`src/rtl/tmr_cs_pkg.sv`:
```
package tmr_cs_pkg;

  typedef enum logic [2:0] {
    SRC_OFF      = 3'd0,
    SRC_DIV1     = 3'd1,
    SRC_DIV8     = 3'd2,
    SRC_DIV64    = 3'd3,
    SRC_DIV256   = 3'd4,
    SRC_DIV1024  = 3'd5,
    SRC_EXT_FALL = 3'd6,
    SRC_EXT_RISE = 3'd7
  } src_sel_e;

  localparam int unsigned N_TAPS = 4;

  // True for the codes that draw on a prescaler tap
  function automatic logic is_divided(src_sel_e s);
    return (s >= SRC_DIV8) && (s <= SRC_DIV1024);
  endfunction

  // Map a divided code onto its tap index (0 = smallest ratio)
  function automatic int unsigned tap_slot(src_sel_e s);
    return int'(s) - int'(SRC_DIV8);
  endfunction

  // Next value of the strobe from the selected source
  function automatic logic pick_pulse(src_sel_e s, logic [N_TAPS-1:0] taps,
                                      logic rise, logic fall);
    logic p;
    p = 1'b0;
    case (s)
      SRC_OFF:      p = 1'b0;
      SRC_DIV1:     p = 1'b1;
      SRC_EXT_FALL: p = fall;
      SRC_EXT_RISE: p = rise;
      default:      p = is_divided(s) ? taps[tap_slot(s)] : 1'b0;
    endcase
    return p;
  endfunction

endpackage

```
`src/rtl/tmr_cs_prescaler.sv`:
```
module tmr_cs_prescaler #(
  parameter int unsigned CNT_W  = 10,
  parameter int unsigned N_TAPS = 4,
  parameter int unsigned TAP_LOG2 [N_TAPS] = '{3, 6, 8, 10}
) (
  input  logic              clk_i,
  input  logic              rst_i,
  output logic [N_TAPS-1:0] tap_o
);

  logic [CNT_W-1:0] cnt_q;

  always_ff @(posedge clk_i or posedge rst_i) begin
    if (rst_i) cnt_q <= '0;
    else       cnt_q <= cnt_q + 1'b1;
  end

  // Each tap fires when its low counter bits are all ones
  generate
    for (genvar t = 0; t < N_TAPS; t++) begin : g_tap
      localparam int unsigned LOW = TAP_LOG2[t];
      assign tap_o[t] = &cnt_q[LOW-1:0];
    end
  endgenerate

endmodule

```
`src/rtl/tmr_cs_pin_edge.sv`:
```
module tmr_cs_pin_edge #(
  parameter int unsigned STAGES = 2
) (
  input  logic clk_i,
  input  logic rst_i,
  input  logic pin_i,
  output logic rise_o,
  output logic fall_o
);

  logic [STAGES-1:0] sync_q;
  logic              last_q;
  logic              lvl;

  always_ff @(posedge clk_i or posedge rst_i) begin
    if (rst_i) begin
      sync_q <= '0;
      last_q <= 1'b0;
    end else begin
      sync_q <= {sync_q[STAGES-2:0], pin_i};
      last_q <= sync_q[STAGES-1];
    end
  end

  assign lvl    = sync_q[STAGES-1];
  assign rise_o = lvl & ~last_q;
  assign fall_o = ~lvl & last_q;

endmodule

```
`src/rtl/tmr_cs_src_mux.sv`:
```
module tmr_cs_src_mux
  import tmr_cs_pkg::*;
(
  input  logic              clk_i,
  input  logic              rst_i,
  input  src_sel_e          sel_i,
  input  logic [N_TAPS-1:0] tap_i,
  input  logic              rise_i,
  input  logic              fall_i,
  output logic              en_o
);

  logic pick;

  always_comb pick = pick_pulse(sel_i, tap_i, rise_i, fall_i);

  always_ff @(posedge clk_i or posedge rst_i) begin
    if (rst_i) en_o <= 1'b0;
    else       en_o <= pick;
  end

endmodule

```
`src/rtl/tmr_clk_sel.sv`:
```
module tmr_clk_sel
  import tmr_cs_pkg::*;
#(
  parameter int unsigned PRE_W       = 10,
  parameter int unsigned SYNC_STAGES = 2,
  parameter int unsigned TAP_LOG2 [N_TAPS] = '{3, 6, 8, 10}
) (
  input  logic       clk_i,
  input  logic       rst_i,
  input  logic [2:0] src_sel_i,
  input  logic       ext_pin_i,
  output logic       count_en_o
);

  logic [N_TAPS-1:0] tap_hit;
  logic              rise_evt;
  logic              fall_evt;
  src_sel_e          sel;

  assign sel = src_sel_e'(src_sel_i);

  tmr_cs_prescaler #(
    .CNT_W   (PRE_W),
    .N_TAPS  (N_TAPS),
    .TAP_LOG2(TAP_LOG2)
  ) u_pre (
    .clk_i (clk_i),
    .rst_i (rst_i),
    .tap_o (tap_hit)
  );

  tmr_cs_pin_edge #(
    .STAGES(SYNC_STAGES)
  ) u_pin (
    .clk_i  (clk_i),
    .rst_i  (rst_i),
    .pin_i  (ext_pin_i),
    .rise_o (rise_evt),
    .fall_o (fall_evt)
  );

  tmr_cs_src_mux u_mux (
    .clk_i  (clk_i),
    .rst_i  (rst_i),
    .sel_i  (sel),
    .tap_i  (tap_hit),
    .rise_i (rise_evt),
    .fall_i (fall_evt),
    .en_o   (count_en_o)
  );

endmodule

```
`config.mk`:
```
export PLATFORM = sky130hd
export DESIGN_NAME = tmr_clk_sel
export DESIGN_NICKNAME = d
export VERILOG_FILES = /design/src/rtl/tmr_cs_pkg.sv /design/src/rtl/tmr_cs_prescaler.sv /design/src/rtl/tmr_cs_pin_edge.sv /design/src/rtl/tmr_cs_src_mux.sv /design/src/rtl/tmr_clk_sel.sv
export SDC_FILE = /design/constraint.sdc
export NUM_CORES = 1
export LEC_CHECK = 0
export BUFFER_PORTS_ARGS = -buffer_cell sky130_fd_sc_hd__buf_2
export CORE_AREA = 2 2 39 41
export CTS_CLUSTER_SIZE = 16
export DETAILED_ROUTE_END_ITERATION = 8
export DIE_AREA = 0 0 41 43
export GPL_TIMING_DRIVEN = 0
export PLACE_DENSITY = 0.66
export REMOVE_ABC_BUFFERS = 1
export SYNTH_ARGS = -nofsm -noshare
export SYNTH_HDL_FRONTEND = slang
export SYNTH_SLANG_ARGS = --single-unit
```
`constraint.sdc`:
```
create_clock -name clk_i -period 1.66 [get_ports clk_i]
set_input_delay 0.249 -clock clk_i [delete_from_list [all_inputs] [get_ports clk_i]]
set_output_delay 0.249 -clock clk_i [all_outputs]
set_load 0.005 [all_outputs]
```
* Word level (Yosys, flattened, before mapping)
Cells that the tools add are included.
** Word-level totals
- Output and inout bits :: 1
- Input bits :: 6
- Register bits :: 14
- Word-level logic and storage cells :: 26
** Operators by class
- Multiplexer cells :: 4
- Bitwise operators :: 4
- Magnitude comparators :: 3
- Reduce and logical (&&, ||, !) cells :: 6
- $add $sub $neg :: 2
- Eq/ne operators :: 3
** Operators with widths (count)
- $lt A32 B3 Y1 const B :: 1
- $add A10 B1 Y10 const B :: 1
- $reduce_and A10 Y1 :: 1
- $reduce_and A8 Y1 :: 1
- $eq A3 B3 Y1 const B :: 2
- $reduce_and A6 Y1 :: 1
- $pmux W1 S4 :: 1
- $sub A3 B2 Y4 const B :: 1
- $eq A3 B1 Y1 const B :: 1
- $ge A3 B2 Y1 const B :: 1
- $le A3 B3 Y1 const B :: 1
- $logic_not A3 Y1 :: 1
- $reduce_and A3 Y1 :: 1
- $and A1 B1 Y1 :: 2
- $bmux W1 S2 :: 1
- $mux W1 :: 2
- $not A1 Y1 :: 2
- $logic_and A1 B1 Y1 :: 1

* Depth between registers and ports, before layout
Gate-level depths: netlist of the first run.
- Word-level depth :: 5
- Gate-level depth with buffers :: 5
- Gate-level depth less buffers :: 5

* Cells and area by module
From an unflattened synthesis of the first run, not the netlist that was laid out.
** Unflattened totals
- Cells, all modules :: 47
- Area, all modules :: 610.6 um^2
** By module, submodules not included
- tmr_cs_prescaler :: cells an instance 34, area each 427.9 um^2, instances 1, sequential area each 250.2 um^2
- tmr_cs_pin_edge :: cells an instance 6, area each 93.8 um^2, instances 1, sequential area each 75.1 um^2
- tmr_cs_src_mux :: cells an instance 7, area each 88.8 um^2, instances 1, sequential area each 25.0 um^2

* Least setup slack after synthesis of the first run
OpenSTA, ideal clock, no wires.
- Path type :: flip-flop to flip-flop
- From :: reg u_pre.cnt_q[0]
- To :: reg u_mux.en_o
- Cell stages (with the launch flop) :: 6
- Arrival :: 1215 ps
- Library setup time :: 124 ps
- Period minus slack after synthesis :: 1339 ps
- Data required time :: 1536 ps
- Path buffers :: 0
- Slack :: 321 ps
- Cells stage by stage :: dfrtp_1 ha_1 ha_1 a21oi_1 nor2_1 a211o_1
** On the way
- Longest elaborated chain between the ends :: 5
- Elaborated cells on any way between the ends :: 8
- Classes of those cells :: 4 x mux; 4 x reduce/logical
** Ends and longest elaborated chain
- from (decl) :: line tmr_cs_prescaler.sv:11 : logic [CNT_W-1:0] cnt_q;
- from (signal assigned) :: line tmr_cs_prescaler.sv:15 : else cnt_q <= cnt_q + 1'b1;
- $reduce_and A10 Y1, or another cell as far along :: line tmr_cs_prescaler.sv:22 : assign tap_o[t] = &cnt_q[LOW-1:0];
- $bmux W1 S2 (*) :: line tmr_cs_pkg.sv:36 : default: p = is_divided(s) ? taps[tap_slot(s)] : 1'b0;
- $mux W1 (implied by the code) (*) :: line tmr_cs_pkg.sv:36
- $mux W1 (*) :: line tmr_cs_pkg.sv:36
- $pmux W1 S4 (*) :: line tmr_cs_pkg.sv:31 : case (s)
- net u_mux.pick :: line tmr_cs_src_mux.sv:13 : logic pick;
- to (signal assigned) :: line tmr_cs_src_mux.sv:19 : else en_o <= pick;
- to (decl) :: line tmr_cs_src_mux.sv:10 : output logic en_o
Mark *: on every way through the listed nets, which the timed path passes. The rest lies on a longest branch. The select of a mux whose other input is x is not followed.

* Worst setup path in the final report of the first run
Ends and elaborated chain as after synthesis.

==> results of run 1 <==
==> cell usage after synthesis <==
cell       count
xnor2_1        5
ha_1           2
dfrtp_1       14
a21oi_1        2
inv_1          2
nand4_1        2
and3_1         1
nand2_1        5
nand3b_1       1
nand2b_1       1
xor2_1         2
nor2_1         3
o211ai_1       1
nand3_1        1
a211o_1        1
or3b_1         1
nand3_2        1
a2111oi_2      1
and4_1         1
==> metrics by stage <==
stage               hold slack, ps  area, um2  power, mW  util, %  worst slack (ps)
floorplan                      138        581      0.367        -               321
CTS                           4.94        653      0.561     47.2               242
detailed placement             304        631      0.380     45.6               255
global placement               307        631      0.379     45.6               273
global route                  42.2        653      0.585     47.2               156
finish                       -4.98        653      0.550     47.2               248
==> where the power goes <==
group	switching [mW]	internal, mW
clock network	0.0942	0.0839
logic	0.0140	0.0102
registers	0.00182	0.346
==> worst max-delay path, delay by kind of cell (launching register included) <==
family                   cells  cell delay, ps
flip-flops                   1             410
AND/OR/NAND/NOR              1              50
adder cells (fa/ha/maj)      2             420
AO/OA/AOI/OAI                2             420
==> sequential cells by signal, indices dropped and copies added (netlist names) <==
signal / flops
u_mux.en_o: 1
u_pin.last_q: 1
u_pin.sync_q: 2
u_pre.cnt_q: 10
==> logic make-up (layout without fill, tap and decap cells) <==
group	after synthesis	after routing	share of synthesized area, %
adder cells (fa/ha/maj)	2	2	4.31
buffers and inverters	2	11	1.29
XOR/XNOR	7	7	10.6
AO/OA/AOI/OAI	5	5	7.11
AND/OR/NAND/NOR	17	17	16.4
flip-flops	14	14	60.3
==> worst paths after layout <==
path | endpoint
worst max-delay path | u_mux.en_o$_DFF_PP0_
worst min-delay path | u_pre.cnt_q[6]$_DFF_PP0_
worst max register to register | u_mux.en_o$_DFF_PP0_
worst min register to register | u_pin.sync_q[1]$_DFF_PP0_
max in group asynchronous | u_pin.sync_q[0]$_DFF_PP0_
min in group clk_i | u_pin.sync_q[0]$_DFF_PP0_
==> metal layers <==
layer	wire length, um	track usage, %
met4	21	8.00
met2	334	15.0
met5	0	0
met1	395	15.4
met3	42	4.71
==> layout make-up <==
class	instances	share of cell area [%]
tap	16	3.07
sequential	14	53.6
inverter	2	1.15
timing repair buffer	6	4.60
clock buffer	3	3.45
multi-input combinational	31	34.1
==> results.md, run 1 <==
* Status: finished, violations left
* Failing checks: hold timing
* Core Area at 1380 um2
* PwrDens at 842 nW/um2
* Skew-Pair Late Insertion Delay at 270 ps
* Fraction of layout cells with a size suffix above 1 at 19.6%
* Most common cell after layout, fill and taps aside: dfrtp_1
* Die footprint at 1760 um2
* Layout fillers at 137
* Port Buffers at 6
* Antenna-violating nets left at 0
* TritonCTS buffer count at 3
* Most area-hungry cell type in the Yosys netlist: dfrtp_1
* F_max at 708 MHz
* Largest net degree at the start of global routing at 15
* Syn avg cell area at 12.4 um2
* Final Setup Violations at 0
* Clock-pin transition on the worst setup and hold timing paths at 70 ps
* Chip height at 43 um
* Critical Path Sink Type: flip-flop
* WL per Instance at 11.0 um
* Post-Place Cells at 69
* RSZ-0062 raised after global routing: false
* CTS Buffer Depth at 2
* Most used cell, CP: ha_1
* Seq cells post-synth at 14
* Antenna diode count at 0
* Total number of H-tree levels at 1
* Ys Warns at 0
* Maximum VDD drop at 0.408 mV
* Postcts setup bufs at 0
* # IOs at 7
* Vias in the first global route at 351
* Critical Path RT at 1820 ps
* Worst slew margin at 65.8%
* Non-Filler Instances at 72
* Share of the yosys chip area belonging to registers at 60.3%
* Hold-fix buffers at CTS at 0
* Drt via density at 5.06
* CP cell instances: ha_1, ha_1, a21oi_1, nor2_1, a211o_1
* Overflow left after global routing at 0
* Max Slew Vio Count at 0
* Crit-path max FO at 4
* Initial antenna violation count at 0
* Synth area leaders: dfrtp_1 60%, xnor2_1 7.5%, ha_1 4.3%
* Crit path time final at 1410 ps
* Setup CP Type: flip-flop to flip-flop
* DRT iter0 DRCs at 5
* Remaining DRCs at 0
* Setup TNS at 0 ps
* Routed Wire Length at 794 um
* Root Buffer: clkbuf_4
* Yosys top cell area share at 60.3%
* Die Wd at 41 um
* Crit. Startpoint: u_pre.cnt_q[0]$_DFF_PP0_
* Part of the cycle the worst path needs at 85.1%
* R2R setup slack at 250 ps
* Post-Syn Area at 581 um2
* Slowest stage delay, CP at 410 ps
* First-pass GRT wire length at 1330 um
* Commonest non-fill, non-tap cells in the layout: 14 x dfrtp_1, 6 x buf_2, 5 x nand2_1, 5 x xnor2_1
* Gpl congestion at 0.655
* Starting Density at 42.0%
* HP Class: input pin to asynchronous set/reset pin
* Pre-Repair DR Iteration Count at 3
* Row cnt at 14
* Maxcap violations at 0
* Final Hold Vio Count at 14
* Number of distinct library cells after synthesis at 19
* Worst hold slack at -4.98 ps
* DPL Wire Length at 596 um
* Post-CTS sizing at 0
* Area of the multi-input gates at 223 um2
* Layout area overhead at 12.5%
* Total GRT Usage at 11.7%
* Worst-Margin Slew at 513 ps
* NumNets Final at 66
* Clock sink count at 14
* Critical path data arrival time at 1570 ps
* Reg2Reg Launch Point: u_pre.cnt_q[0]$_DFF_PP0_
* Reg2Reg Depth at 5
* Worst setup SP type: flip-flop
* CTS tree: done
* CP max-delay cell: dfrtp_1
* Clock Skews at 3.04 ps
* Reg area at 350 um2
* P_leak at 0.324 nW
* Synth Instances at 47
* Routed vias at 364
Power figures use the tool's default switching activity.
==> inputs of run 2 (changes only) <==
--- a/config.mk
+++ b/config.mk
@@ -5,13 +5,13 @@
 export SDC_FILE = /design/constraint.sdc
 export NUM_CORES = 1
 export LEC_CHECK = 0
-export BUFFER_PORTS_ARGS = -buffer_cell sky130_fd_sc_hd__buf_2
 export CORE_AREA = 2 2 39 41
 export CTS_CLUSTER_SIZE = 16
 export DETAILED_ROUTE_END_ITERATION = 8
 export DIE_AREA = 0 0 41 43
+export DONT_BUFFER_PORTS = 1
 export GPL_TIMING_DRIVEN = 0
-export PLACE_DENSITY = 0.66
+export PLACE_DENSITY = 0.61
 export REMOVE_ABC_BUFFERS = 1
 export SYNTH_ARGS = -nofsm -noshare
 export SYNTH_HDL_FRONTEND = slang
==> run 2 against run 1 <==
The flow now finishes without violations. Hold slack improved by 200 ps. Cell count is 4.2% lower. Flip-flop and latch count is the same. Sequential share of layout area shrank 0.31 points. Final area up 0.57%. Wire length grew 8.4%. Combinational power shrank 27%.
==> results.md, run 2 (synthesized netlist as in run 1, its figures left out) <==
* Largest Register: u_pre.cnt_q
* Layout fillers at 128
* Setup TNS at 0 ps
* Crit path buf inv count at 0
* Worst setup SP type: flip-flop
* CTS tree: done
* # IOs at 7
* Part of the cycle the worst path needs at 85.9%
* First-pass GRT wire length at 1540 um
* CP max-delay cell: dfrtp_1
* Crit path time final at 1430 ps
* Most used cell, CP: ha_1
* Row cnt at 14
* Worst hold slack at 191 ps
* Postcts setup bufs at 0
* Setup CP Type: flip-flop to flip-flop
* Core Area at 1380 um2
* Total GRT Usage at 14.0%
* Max Slew Vio Count at 0
* Remaining DRCs at 0
* P_leak at 0.315 nW
* Worst-Margin Slew at 503 ps
* Total number of H-tree levels at 1
* DRT iter0 DRCs at 0
* Commonest non-fill, non-tap cells in the layout: 14 x dfrtp_1, 5 x nand2_1, 5 x xnor2_1, 3 x nor2_1, 3 x clkbuf_4
* DPL Wire Length at 645 um
* Skew-Pair Late Insertion Delay at 270 ps
* Critical Path RT at 1820 ps
* Final Setup Violations at 0
* Critical Path Sink Type: flip-flop
* Slowest stage delay, CP at 420 ps
* Crit. Startpoint: u_pre.cnt_q[0]$_DFF_PP0_
* Final Util at 47.5%
* Non-Filler Instances at 69
* HP Class: input pin to flip-flop
* Critical path data arrival time at 1590 ps
* Port Buffers at 0
* CP delay by family, top: compound AO/OA/AOI/OAI gates
* F_max at 701 MHz
* Slack of the critical path at 234 ps
* Starting Density at 42.0%
* Chip height at 43 um
* Routed Wire Length at 861 um
* PwrDens at 916 nW/um2
* Reg2Reg Launch Point: u_pre.cnt_q[0]$_DFF_PP0_
* Pre-Repair DR Iteration Count at 1
* Maximum VDD drop at 0.588 mV
* Clock-pin transition on the worst setup and hold timing paths at 80 ps
* Beginning of the worst hold path: src_sel_i[1]
* Post-Place Cells at 63
* RSZ-0062 raised after global routing: false
* Die Wd at 41 um
* Final Hold Vio Count at 0
* Worst slew margin at 66.4%
* Top flop regs: u_pre.cnt_q: 10 flops, u_pin.sync_q: 2 flops
* Status: finished, final reports clean
* Gpl congestion at 0.667
* NumNets Final at 62
* Layout area overhead at 13.1%
* Number of flip-flops under the largest register name at 10
* Fraction of layout cells with a size suffix above 1 at 11.3%
* Final instance area at 657 um2
* Antenna-violating nets left at 0
* WL per Instance at 12.5 um
* Crit-path max FO at 4
* Drt via density at 5.14
* Largest net degree at the start of global routing at 15
* Overflow left after global routing at 0
* Clock Skews at 3.66 ps
* Clock sink count at 14
* Pre-CTS setup slack at 244 ps
* CTS Buffer Depth at 2
* Maxcap violations at 0
* Vias in the first global route at 383
* Most common cell after layout, fill and taps aside: dfrtp_1
* Root Buffer: clkbuf_4
* Dpl cell area at 601 um2
* Routed vias at 355
* Tot Pwr at 602 uW
* CP cell instances: ha_1, ha_1, a21oi_1, nor2_1, a211o_1
* Initial antenna violation count at 0
* TritonCTS buffer count at 3
* Die footprint at 1760 um2
* Antenna diode count at 0
==> run 2: metal layers <==
| layer | wire [um] | GRT usage, % | vias to the layer above |
|---|---|---|---|
| met5 | 0 | 0 | - |
| met2 | 433 | 20.3 | 7 |
| met4 | 15 | 8.00 | 0 |
| li1 | - | - | 177 |
| met1 | 373 | 14.3 | 169 |
| met3 | 38 | 9.42 | 2 |
==> run 2: path summary, 6_finish.rpt <==
kind	cells after the start	end	slack [ps]
setup / recovery	5	u_mux.en_o$_DFF_PP0_	230
min in group asynchronous	2	u_pre.cnt_q[9]$_DFF_PP0_	440
hold / removal	2	u_mux.en_o$_DFF_PP0_	190
hold reg to reg	0	u_pin.sync_q[1]$_DFF_PP0_	360
max in group asynchronous	2	u_pin.sync_q[1]$_DFF_PP0_	880
setup reg to reg	5	u_mux.en_o$_DFF_PP0_	230
==> run 2: repair_timing <==
| item | CTS | global route |
|---|---|---|
| hold buffers | 2 | 0 |
| hold endpoints to repair | 15 | 0 |
| gates resized for setup | 0 | 0 |
==> run 2: area by class of cell <==
cell class / instances / area (um2) / area share, %
repair buffers: 2 / 20.0 / 3.05
flip-flops and latches: 14 / 350 / 53.3
multi-input cells: 31 / 223 / 33.9
clock buffers: 4 / 36.3 / 5.52
inverters: 2 / 7.51 / 1.14
well taps: 16 / 20.0 / 3.05
==> run 2: report_power, final <==
group	total, mW	leakage [nW]	switching (mW)	internal [mW]
Clock	0.236	0.0210	0.102	0.133
Sequential	0.349	0.173	0.00255	0.346
Combinational	0.0177	0.121	0.00946	0.00821
Total	0.602	0.315	0.114	0.488
==> inputs of run 3 (changes only) <==
--- a/config.mk
+++ b/config.mk
@@ -5,13 +5,14 @@
 export SDC_FILE = /design/constraint.sdc
 export NUM_CORES = 1
 export LEC_CHECK = 0
-export CORE_AREA = 2 2 39 41
+export CELL_PAD_IN_SITES_DETAIL_PLACEMENT = 1
+export CELL_PAD_IN_SITES_GLOBAL_PLACEMENT = 2
+export CORE_UTILIZATION = 38
 export CTS_CLUSTER_SIZE = 16
 export DETAILED_ROUTE_END_ITERATION = 8
-export DIE_AREA = 0 0 41 43
 export DONT_BUFFER_PORTS = 1
 export GPL_TIMING_DRIVEN = 0
-export PLACE_DENSITY = 0.61
+export PLACE_DENSITY = 0.74
 export REMOVE_ABC_BUFFERS = 1
 export SYNTH_ARGS = -nofsm -noshare
 export SYNTH_HDL_FRONTEND = slang
==> run 3 against run 2 <==
Via count is 3.4% higher. Total power fell by 9.4%. Combinational power is 3% higher. Wire length is 14% higher. Register-to-register slack worse by 30 ps. Critical endpoint unchanged. Clock skew decreased by 2.1 ps. Critical path type unchanged. Largest power group unchanged.
==> results.md, run 3 (synthesized netlist as in run 1, its figures left out) <==
* CTS Buffer Depth at 2
* CP delay by family, top: compound AO/OA/AOI/OAI gates
* PwrDens at 850 nW/um2
* R2R setup slack at 200 ps
* Most used cell, CP: ha_1
* Antenna diode count at 0
* Slowest stage delay, CP at 410 ps
* Tot Pwr at 545 uW
* Starting Density at 42.5%
* Critical path data arrival time at 1620 ps
* Setup TNS at 0 ps
* Reg2Reg Depth at 5
* Core Area at 1370 um2
* HP Class: input pin to flip-flop
* Layout area overhead at 10.6%
* Maximum VDD drop at 0.405 mV
* Clock-pin transition on the worst setup and hold timing paths at 70 ps
* P_leak at 0.308 nW
* RSZ-0062 raised after global routing: false
* Critical Path RT at 1820 ps
* Worst Hold Path Cells at 2
* Part of the cycle the worst path needs at 87.9%
* Final Setup Violations at 0
* Overflow left after global routing at 0
* Worst Hold Path EP: u_mux.en_o$_DFF_PP0_
* NumNets Final at 62
* Reg2Reg Capture Point: u_mux.en_o$_DFF_PP0_
* # IOs at 7
* Most common cell after layout, fill and taps aside: dfrtp_1
* DRT iter0 DRCs at 1
* Critical Path Sink Type: flip-flop
* Root Buffer: clkbuf_4
* Fraction of layout cells with a size suffix above 1 at 9.62%
* Die Wd at 41.1 um
* Die footprint at 1690 um2
* Clock Skews at 1.57 ps
* Port Buffers at 0
* CP max-delay cell: dfrtp_1
* Number of flip-flops under the largest register name at 10
* Clock sink count at 14
* Vias in the first global route at 427
* Setup CP Type: flip-flop to flip-flop
* Routed vias at 367
* Total GRT Usage at 16.7%
* Row cnt at 13
* F_max at 685 MHz
* Worst-Margin Slew at 526 ps
* First-pass GRT wire length at 1730 um
* Layout fillers at 151
* Non-Filler Instances at 67
* Crit path time final at 1460 ps
* Remaining DRCs at 0
* Total number of H-tree levels at 1
* Worst hold slack at 203 ps
* CTS tree: done
* Max Slew Vio Count at 0
* Drt via density at 5.48
* Routed Wire Length at 983 um
* Crit-path max FO at 4
* Largest Register: u_pre.cnt_q
* Largest net degree at the start of global routing at 15
* Worst setup SP type: flip-flop
* Reg2Reg Launch Point: u_pre.cnt_q[0]$_DFF_PP0_
* TritonCTS buffer count at 3
* WL per Instance at 14.7 um
* Chip height at 41.1 um
* Pre-Repair DR Iteration Count at 3
* Beginning of the worst hold path: src_sel_i[1]
* Maxcap violations at 0
* Gpl congestion at 0.683
* Commonest non-fill, non-tap cells in the layout: 14 x dfrtp_1, 5 x nand2_1, 5 x xnor2_1, 3 x nor2_1, 3 x clkbuf_4
* Crit path buf inv count at 0
* Worst slew margin at 64.9%
* Post-Place Cells at 62
* Antenna-violating nets left at 0
* Final Hold Vio Count at 0
* Initial antenna violation count at 0
* CP cell instances: ha_1, ha_1, a21oi_1, nor2_1, a211o_1
* Top flop regs: u_pre.cnt_q: 10 flops, u_pin.sync_q: 2 flops
* Postcts setup bufs at 0
* Status: finished, final reports clean
* Skew-Pair Late Insertion Delay at 270 ps
-- run 3: how the worst max path moves through the flow --
| stage | end | startpoint | cells after the start |
|---|---|---|---|
| 6_report | u_mux.en_o$_DFF_PP0_ | u_pre.cnt_q[0]$_DFF_PP0_ | 5 |
| 5_1_grt | u_mux.en_o$_DFF_PP0_ | u_pre.cnt_q[0]$_DFF_PP0_ | 5 |
| 4_1_cts | u_mux.en_o$_DFF_PP0_ | u_pre.cnt_q[0]$_DFF_PP0_ | 5 |
| 3_5_place_dp | u_mux.en_o$_DFF_PP0_ | u_pre.cnt_q[0]$_DFF_PP0_ | 5 |
| 3_3_place_gp | u_mux.en_o$_DFF_PP0_ | u_pre.cnt_q[0]$_DFF_PP0_ | 5 |
| 2_1_floorplan | u_mux.en_o$_DFF_PP0_ | u_pre.cnt_q[0]$_DFF_PP0_ | 5 |
-- run 3: metrics by stage --
| stage | setup WS (ps) | cell area, um2 | util [%] |
|---|---|---|---|
| finish | 200 | 642 | 47.0 |
| global route | 132 | 642 | 47.0 |
| CTS | 192 | 642 | 47.0 |
| detailed placement | 208 | 599 | 43.9 |
| global placement | 275 | 599 | 43.9 |
| floorplan | 321 | 581 | - |
-- run 3: where the power goes --
group | leakage [nW] | internal, mW | switching, mW
Sequential | 0.173 | 0.346 | 0.00263
Clock | 0.0138 | 0.0838 | 0.0945
Combinational | 0.121 | 0.00821 | 0.0100
-- run 3: cell type report --
cell class / count / area (um2) / area share [%]
Tap cell: 15 / 18.8 / 2.92
Clock buffer: 3 / 22.5 / 3.51
Multi-Input combinational cell: 31 / 223 / 34.7
Sequential cell: 14 / 350 / 54.6
Inverter: 2 / 7.51 / 1.17
Timing Repair Buffer: 2 / 20.0 / 3.12
-- run 3: timing repair --
item                                   CTS  global route
gates resized for setup                  0             0
hold buffers                             2             0
endpoints found under the hold margin   15             0
-- run 3: layer usage --
| layer | vias up | routed length, um | GRT usage, % |
|---|---|---|---|
| li1 | 174 | - | - |
| met4 | 0 | 17 | 12.5 |
| met3 | 4 | 29 | 4.89 |
| met1 | 182 | 418 | 17.0 |
| met2 | 7 | 518 | 28.5 |
| met5 | - | 0 | 0 |
